## src/rtl/bbg_pkg.sv

```systemverilog
package bbg_pkg;

    typedef enum logic [0:0] {
        ST_IDLE   = 1'b0,
        ST_ACTIVE = 1'b1
    } bbg_state_e;

    // Vector with the n lowest bits set.
    function automatic logic [63:0] low_ones(input int unsigned n);
        logic [63:0] r;
        r = '0;
        for (int i = 0; i < 64; i++) begin
            if (i < n) r[i] = 1'b1;
        end
        return r;
    endfunction

endpackage

```

## src/rtl/bbg_cfg_latch.sv

```systemverilog
module bbg_cfg_latch
    import bbg_pkg::*;
#(
    parameter int WA_W    = 30,
    parameter int LINE_SH = 2,
    parameter int BLK_SH  = 5,
    parameter int N_SEL   = 4,
    parameter int SEL_W   = 2
) (
    input  logic             clk,
    input  logic             rst_n,
    input  logic             load_i,
    input  logic [SEL_W-1:0] blk_sel_i,
    input  logic             line_mode_i,
    output logic [WA_W-1:0]  mask_o
);

    logic [WA_W-1:0] sel_mask [N_SEL];
    logic [WA_W-1:0] line_mask;
    logic [WA_W-1:0] mask_d;
    logic [WA_W-1:0] mask_q;

    // One word-mask per block size: each step doubles the block.
    for (genvar g = 0; g < N_SEL; g++) begin : g_sel
        assign sel_mask[g] = WA_W'(low_ones(BLK_SH + g));
    end

    assign line_mask = WA_W'(low_ones(LINE_SH));

    always_comb begin
        if (line_mode_i) mask_d = line_mask;
        else             mask_d = sel_mask[blk_sel_i];
    end

    always_ff @(posedge clk) begin
        if (!rst_n)      mask_q <= sel_mask[0];
        else if (load_i) mask_q <= mask_d;
    end

    assign mask_o = mask_q;

    // setting is frozen between burst starts
    p_cfg_hold_r6: assert property (@(posedge clk) disable iff (!rst_n)
        !load_i |=> $stable(mask_q));

    // a line-mode load always yields the short mask
    p_line_load_r2: assert property (@(posedge clk) disable iff (!rst_n)
        (load_i && line_mode_i) |=> (mask_q == line_mask));

endmodule

```

## src/rtl/bbg_addr_track.sv

```systemverilog
module bbg_addr_track #(
    parameter int WA_W = 30
) (
    input  logic            clk,
    input  logic            rst_n,
    input  logic            load_i,
    input  logic [WA_W-1:0] start_word_i,
    input  logic            step_i,
    output logic [WA_W-1:0] word_o
);

    logic [WA_W-1:0] word_q;

    always_ff @(posedge clk) begin
        if (!rst_n)       word_q <= '0;
        else if (load_i)  word_q <= start_word_i;
        else if (step_i)  word_q <= word_q + WA_W'(1);
    end

    assign word_o = word_q;

    // one word per accepted phase
    p_addr_step_r4: assert property (@(posedge clk) disable iff (!rst_n)
        (step_i && !load_i) |=> (word_q == $past(word_q) + WA_W'(1)));

    // no movement without a phase
    p_addr_hold_r4: assert property (@(posedge clk) disable iff (!rst_n)
        (!step_i && !load_i) |=> $stable(word_q));

    // load takes the new start
    p_addr_load_r4: assert property (@(posedge clk) disable iff (!rst_n)
        load_i |=> (word_q == $past(start_word_i)));

endmodule

```

## src/rtl/bbg_bound_cmp.sv

```systemverilog
module bbg_bound_cmp #(
    parameter int WA_W = 30
) (
    input  logic [WA_W-1:0] word_i,
    input  logic [WA_W-1:0] mask_i,
    output logic            hit_o
);

    logic [WA_W-1:0] next_word;

    // Boundary is reached when the word after this transfer is aligned.
    always_comb begin
        next_word = word_i + WA_W'(1);
        hit_o     = ((next_word & mask_i) == '0);
    end

endmodule

```

## src/rtl/burst_boundary_guard.sv

```systemverilog
module burst_boundary_guard
    import bbg_pkg::*;
#(
    parameter int ADDR_W        = 32,
    parameter int WORD_BYTES    = 4,
    parameter int LINE_BYTES    = 16,
    parameter int BLK_MIN_BYTES = 128,
    parameter int SEL_W         = 2
) (
    input  logic              clk,
    input  logic              rst_n,
    input  logic              burst_start_i,
    input  logic [ADDR_W-1:0] start_addr_i,
    input  logic              phase_i,
    input  logic [SEL_W-1:0]  blk_sel_i,
    input  logic              line_mode_i,
    output logic              disc_o,
    output logic [ADDR_W-1:0] cur_addr_o
);

    localparam int WORD_SH = $clog2(WORD_BYTES);
    localparam int WA_W    = ADDR_W - WORD_SH;
    localparam int LINE_SH = $clog2(LINE_BYTES) - WORD_SH;
    localparam int BLK_SH  = $clog2(BLK_MIN_BYTES) - WORD_SH;
    localparam int N_SEL   = 1 << SEL_W;

    bbg_state_e      state_q;
    bbg_state_e      state_d;
    logic [WA_W-1:0] word_q;
    logic [WA_W-1:0] mask_q;
    logic            hit;
    logic            accept;

    // ---------------- sub-blocks ----------------
    bbg_cfg_latch #(
        .WA_W    (WA_W),
        .LINE_SH (LINE_SH),
        .BLK_SH  (BLK_SH),
        .N_SEL   (N_SEL),
        .SEL_W   (SEL_W)
    ) cfg_i (
        .clk         (clk),
        .rst_n       (rst_n),
        .load_i      (burst_start_i),
        .blk_sel_i   (blk_sel_i),
        .line_mode_i (line_mode_i),
        .mask_o      (mask_q)
    );

    bbg_addr_track #(
        .WA_W (WA_W)
    ) trk_i (
        .clk          (clk),
        .rst_n        (rst_n),
        .load_i       (burst_start_i),
        .start_word_i (start_addr_i[ADDR_W-1:WORD_SH]),
        .step_i       (accept),
        .word_o       (word_q)
    );

    bbg_bound_cmp #(
        .WA_W (WA_W)
    ) cmp_i (
        .word_i (word_q),
        .mask_i (mask_q),
        .hit_o  (hit)
    );

    // ---------------- state register ----------------
    always_ff @(posedge clk) begin
        if (!rst_n) state_q <= ST_IDLE;
        else        state_q <= state_d;
    end

    // ---------------- next state ----------------
    always_comb begin
        state_d = state_q;
        unique case (state_q)
            ST_IDLE: begin
                if (burst_start_i) state_d = ST_ACTIVE;           // OPEN
            end
            ST_ACTIVE: begin
                if (burst_start_i)        state_d = ST_ACTIVE;    // RESTART
                else if (phase_i && hit)  state_d = ST_IDLE;      // FINISH
                else                      state_d = ST_ACTIVE;    // ADVANCE / wait
            end
            default: state_d = ST_IDLE;
        endcase
    end

    // ---------------- outputs ----------------
    always_comb begin
        accept = 1'b0;
        disc_o = 1'b0;
        unique case (state_q)
            ST_IDLE: begin
                accept = 1'b0;
                disc_o = 1'b0;
            end
            ST_ACTIVE: begin
                accept = phase_i && !burst_start_i;
                disc_o = phase_i && !burst_start_i && hit;
            end
            default: begin
                accept = 1'b0;
                disc_o = 1'b0;
            end
        endcase
    end

    assign cur_addr_o = {word_q, {WORD_SH{1'b0}}};

    // ---------------- assertions ----------------
    // flag only with a data phase
    p_flag_needs_phase_r10: assert property (@(posedge clk) disable iff (!rst_n)
        disc_o |-> phase_i);

    // every boundary is a multiple of the line, so the next address is line aligned
    p_flag_aligned_r3: assert property (@(posedge clk) disable iff (!rst_n)
        disc_o |-> ((word_q + WA_W'(1)) & WA_W'(low_ones(LINE_SH))) == '0);

    // disconnect closes the burst
    p_close_after_flag_r7: assert property (@(posedge clk) disable iff (!rst_n)
        disc_o |=> (state_q == ST_IDLE));

    // closed burst never flags
    p_idle_quiet_r7: assert property (@(posedge clk) disable iff (!rst_n)
        (state_q == ST_IDLE) |-> !disc_o);

    // start wins over a same-cycle phase
    p_start_blocks_flag_r8: assert property (@(posedge clk) disable iff (!rst_n)
        burst_start_i |-> !disc_o);

    // start always leaves a burst open
    p_start_opens_r8: assert property (@(posedge clk) disable iff (!rst_n)
        burst_start_i |=> (state_q == ST_ACTIVE));

endmodule

```

## config.mk

```make
export PLATFORM = sky130hd
export DESIGN_NAME = burst_boundary_guard
export DESIGN_NICKNAME = d
export VERILOG_FILES = /design/src/rtl/bbg_pkg.sv /design/src/rtl/bbg_cfg_latch.sv /design/src/rtl/bbg_addr_track.sv /design/src/rtl/bbg_bound_cmp.sv /design/src/rtl/burst_boundary_guard.sv
export SDC_FILE = /design/constraint.sdc
export NUM_CORES = 1
export LEC_CHECK = 0
export BUFFER_PORTS_ARGS = -buffer_cell sky130_fd_sc_hd__buf_4
export CORE_ASPECT_RATIO = 1.1
export CORE_MARGIN = 3
export CORE_UTILIZATION = 40
export CTS_BUF_LIST = sky130_fd_sc_hd__clkbuf_4 sky130_fd_sc_hd__clkbuf_8
export CTS_CLUSTER_SIZE = 20
export DETAILED_ROUTE_END_ITERATION = 6
export GPL_TIMING_DRIVEN = 0
export REMOVE_ABC_BUFFERS = 1
export SYNTH_ARGS = -nofsm -noshare
export SYNTH_HDL_FRONTEND = slang
export SYNTH_HIERARCHICAL = 1
export SYNTH_SLANG_ARGS = --single-unit
```

## constraint.sdc

```tcl
create_clock -name clk -period 3.1 [get_ports clk]
set_input_delay 0.62 -clock clk [delete_from_list [all_inputs] [get_ports clk]]
set_output_delay 0.62 -clock clk [all_outputs]
set_load 0.01 [all_outputs]
```

==> results.toml <==
[run_status]
status = "finished, final reports clean"

[logic_synthesis]
ys_seq_area_frac = 0.2210
ys_types = 69
avgSynthCellArea_um2 = 7.585
syn-cell-area_mm2 = 0.003171
netlist_instances = 418
ys.warnings.count = 6
ys_ff_latch = 35
synth-main-ff-cell = "dfxtp_1"
synth_edf_count = 0
yosys-top-cells-count = "47 x nand2_1, 35 x dfxtp_1, 30 x nand3_1"
async_flop_share = 0
synth.top_cell.area_share = 0.2210
synth_area_leader_cell = "dfxtp_1"
yosys-top-cells-area = "dfxtp_1 22%, buf_4 6.6%, xnor2_1 5.8%"
synth.most_common_cell = "nand2_1"

[setup_path]
critPathLaunch = "trk_i/word_o[3]"
reg2regPathDepth = 4
r2r-start = "trk_i/word_o[7]"
crit_arrival_ns = 2.45
worstPathRequired_ns = 2.48
r2r-end = "trk_i/word_o[21]"
critPathMaxFanout = 10
slowest_stage = "dfxtp_4"
cp-start-kind = "flop"
cp-endpoint = "disc_o"
path_cells = "nand3_1 -> nor2_4 -> xor2_1 -> a221o_1 -> nor3_2 -> nand4_1 -> nor4b_2 -> and3_1 -> buf_6"
reg2reg_setup_slack_ns = 0.58
crit_type = "flop to output pin"
endpoint_kind = "output pin"
critPathMaxStageDelay_ns = 0.46

[global_routing]
grtUsageTotal = 0.2049
grt_pass1_vias = 3037
grt_max_degree = 48
grt_pass1_wl_mm = 15.23
antenna_found_initial = 0
overflow = 0

[die]
fp.dieH_um = 99.38
die_x_um = 90.89
start_util = 0.4173
ios = 72
dieArea_mm2 = 0.009032
core_mm2 = 0.007597
num_rows = 33

[sta]
period_share = 0.9900
clock_skew_ns = 0.004487
worst_slew_pin_slew_ns = 1.316
finalSetupTns_ns = 0
setup_viol_count_final = 0
fmax_ghz = 0.3259
slew_viol_final = 0
relSlewSlack = 0.1215
min_period_ns = 3.069
rsz0062_at_grt = "true"
hold_viol_final = 0

[cells_and_area]
final_nets = 526
layout-drive-gt1-share = 0.2737
area_growth_pct = 24.94
multi_input_area_mm2 = 0.002310
stdcell_count = 591
final-seq-area_um2 = 726.9
n_fill_cell = 784
n_antenna_cell = 0

[clocking]
cts_buffers = 5
clock_sinks = 35
cts_root_buf = "clkbuf_8"
clk_path_buf_depth = 2
clk_pin_slew_ns = 0.07
cts.htree.levels = 2
clock_latency_ns = 0.29
cts_tree = "built"

[route]
final_antenna_net_count = 0
drt-wirelength-per-cell_um = 16.56
drt_iter0_drc = 253
routed_wl_mm = 9.789
drc = 0
num_vias = 3385
drt_pass1_iterations = 5
via_per_inst = 5.728

[job]
maxCapViolCount = 0

[place]
io_buffer_count = 67
dpl.hpwl_mm = 6.537
gp_congestion = 0.8427
dp.cells = 566

[pwr]
max-vdd-ir-drop_mv = 0.1801
p_leak_nw = 1.600
powerDensity_mw_per_mm2 = 322.8

[worst_hold_path]
min_path_type = "flop to flop"
-- layout make-up --
class,instances,area share
multi-input cells,349,0.5831
clock buffers,6,0.02085
repair buffers,84,0.1611
inverters,10,0.009476
clock inverters,2,0.008844
flip-flops and latches,35,0.1835
well taps,105,0.03316
-- how the worst min path moves through the flow --
| stage | startpoint | to | slack [ns] | cells past startpoint |
|---|---|---|---|---|
| final | cfg_i/mask_o[5] | cfg_i/mask_o[5] | 0.48 | 2 |
| after global routing | cfg_i/mask_o[5] | cfg_i/mask_o[5] | 0.50 | 2 |
| after floorplan | cfg_i/mask_o[5] | cfg_i/mask_o[5] | 0.45 | 2 |
| after CTS | cfg_i/mask_o[5] | cfg_i/mask_o[5] | 0.48 | 2 |
| after detailed placement | cfg_i/mask_o[5] | cfg_i/mask_o[5] | 0.47 | 2 |
| after global placement | cfg_i/mask_o[5] | cfg_i/mask_o[5] | 0.47 | 2 |
-- cell usage in the layout, fill, tap and decap left out, drive strengths merged, types with 6 or more instances in the layout --
| cell | instances |
|---|---|
| a21oi | 10 |
| a31oi | 6 |
| and3 | 11 |
| buf | 84 |
| clkbuf | 6 |
| conb | 26 |
| dfxtp | 35 |
| inv | 10 |
| nand2 | 47 |
| nand3 | 31 |
| nand4 | 28 |
| nor2 | 16 |
| nor3 | 12 |
| nor4 | 14 |
| o211a | 7 |
| o21ai | 26 |
| xnor2 | 21 |
| xor2 | 16 |
-- kinds of logic after synthesis --
group,synth area share
buf+inv,0.1058
xor+xnor,0.1022
mux,0.006314
other cells,0.003551
fa+ha+maj,0.007891
compound gates,0.1879
simple gates,0.3654
flops,0.2210
-- worst max-delay path, delay by kind of cell, from the launching register on --
family | cells | cell delay, ns
AOI/OAI and AO/OA | 1 | 0.33
DFF | 1 | 0.46
and+or+nand+nor | 6 | 1.17
buffers and inverters | 1 | 0.10
xor gates and xnor gates | 1 | 0.08
-- flip-flops by register name, indices dropped and copies added (netlist names) --
| signal | cells |
|---|---|
| state_q | 1 |
| trk_i/word_o | 30 |
| cfg_i/mask_o | 4 |
-- metal layers --
metal  vias up  GRT usage  part of all wire
met5         -          0                 0
met3        10    0.02345             0.048
met4         0    0.05336             0.013
li1       1647          -                 -
met2       107     0.3463              0.49
met1      1621     0.2788              0.45
-- where the power goes --
group          total [W]  switching [W]  internal [W]
Sequential      0.000567      0.0000875      0.000479
Combinational   0.000275       0.000129      0.000146
Clock           0.000437       0.000177      0.000260
Total            0.00128       0.000393      0.000886
-- stage by stage --
step	utilization	area, um^2	setup slack (ns)	hold slack, ns	power, W
final	0.5214	3961	0.03114	0.4773	0.001279
after global placement	0.4730	3593	-0.3067	0.4671	0.0008134
after global routing	0.5214	3961	-0.07422	0.5045	0.001339
after detailed placement	0.4730	3593	-0.3209	0.4705	0.0008186
after CTS	0.5094	3870	0.01014	0.4812	0.001280
after floorplan	-	2959	0.2624	0.4478	0.0006820
-- what timing repair did --
action,in CTS,in global routing
hold buffers,0,0
setup endpoints to repair,1,1
buffers inserted,14,3
pin swaps,6,13
resized for setup,20,13
Power figures use the tool's default switching activity.
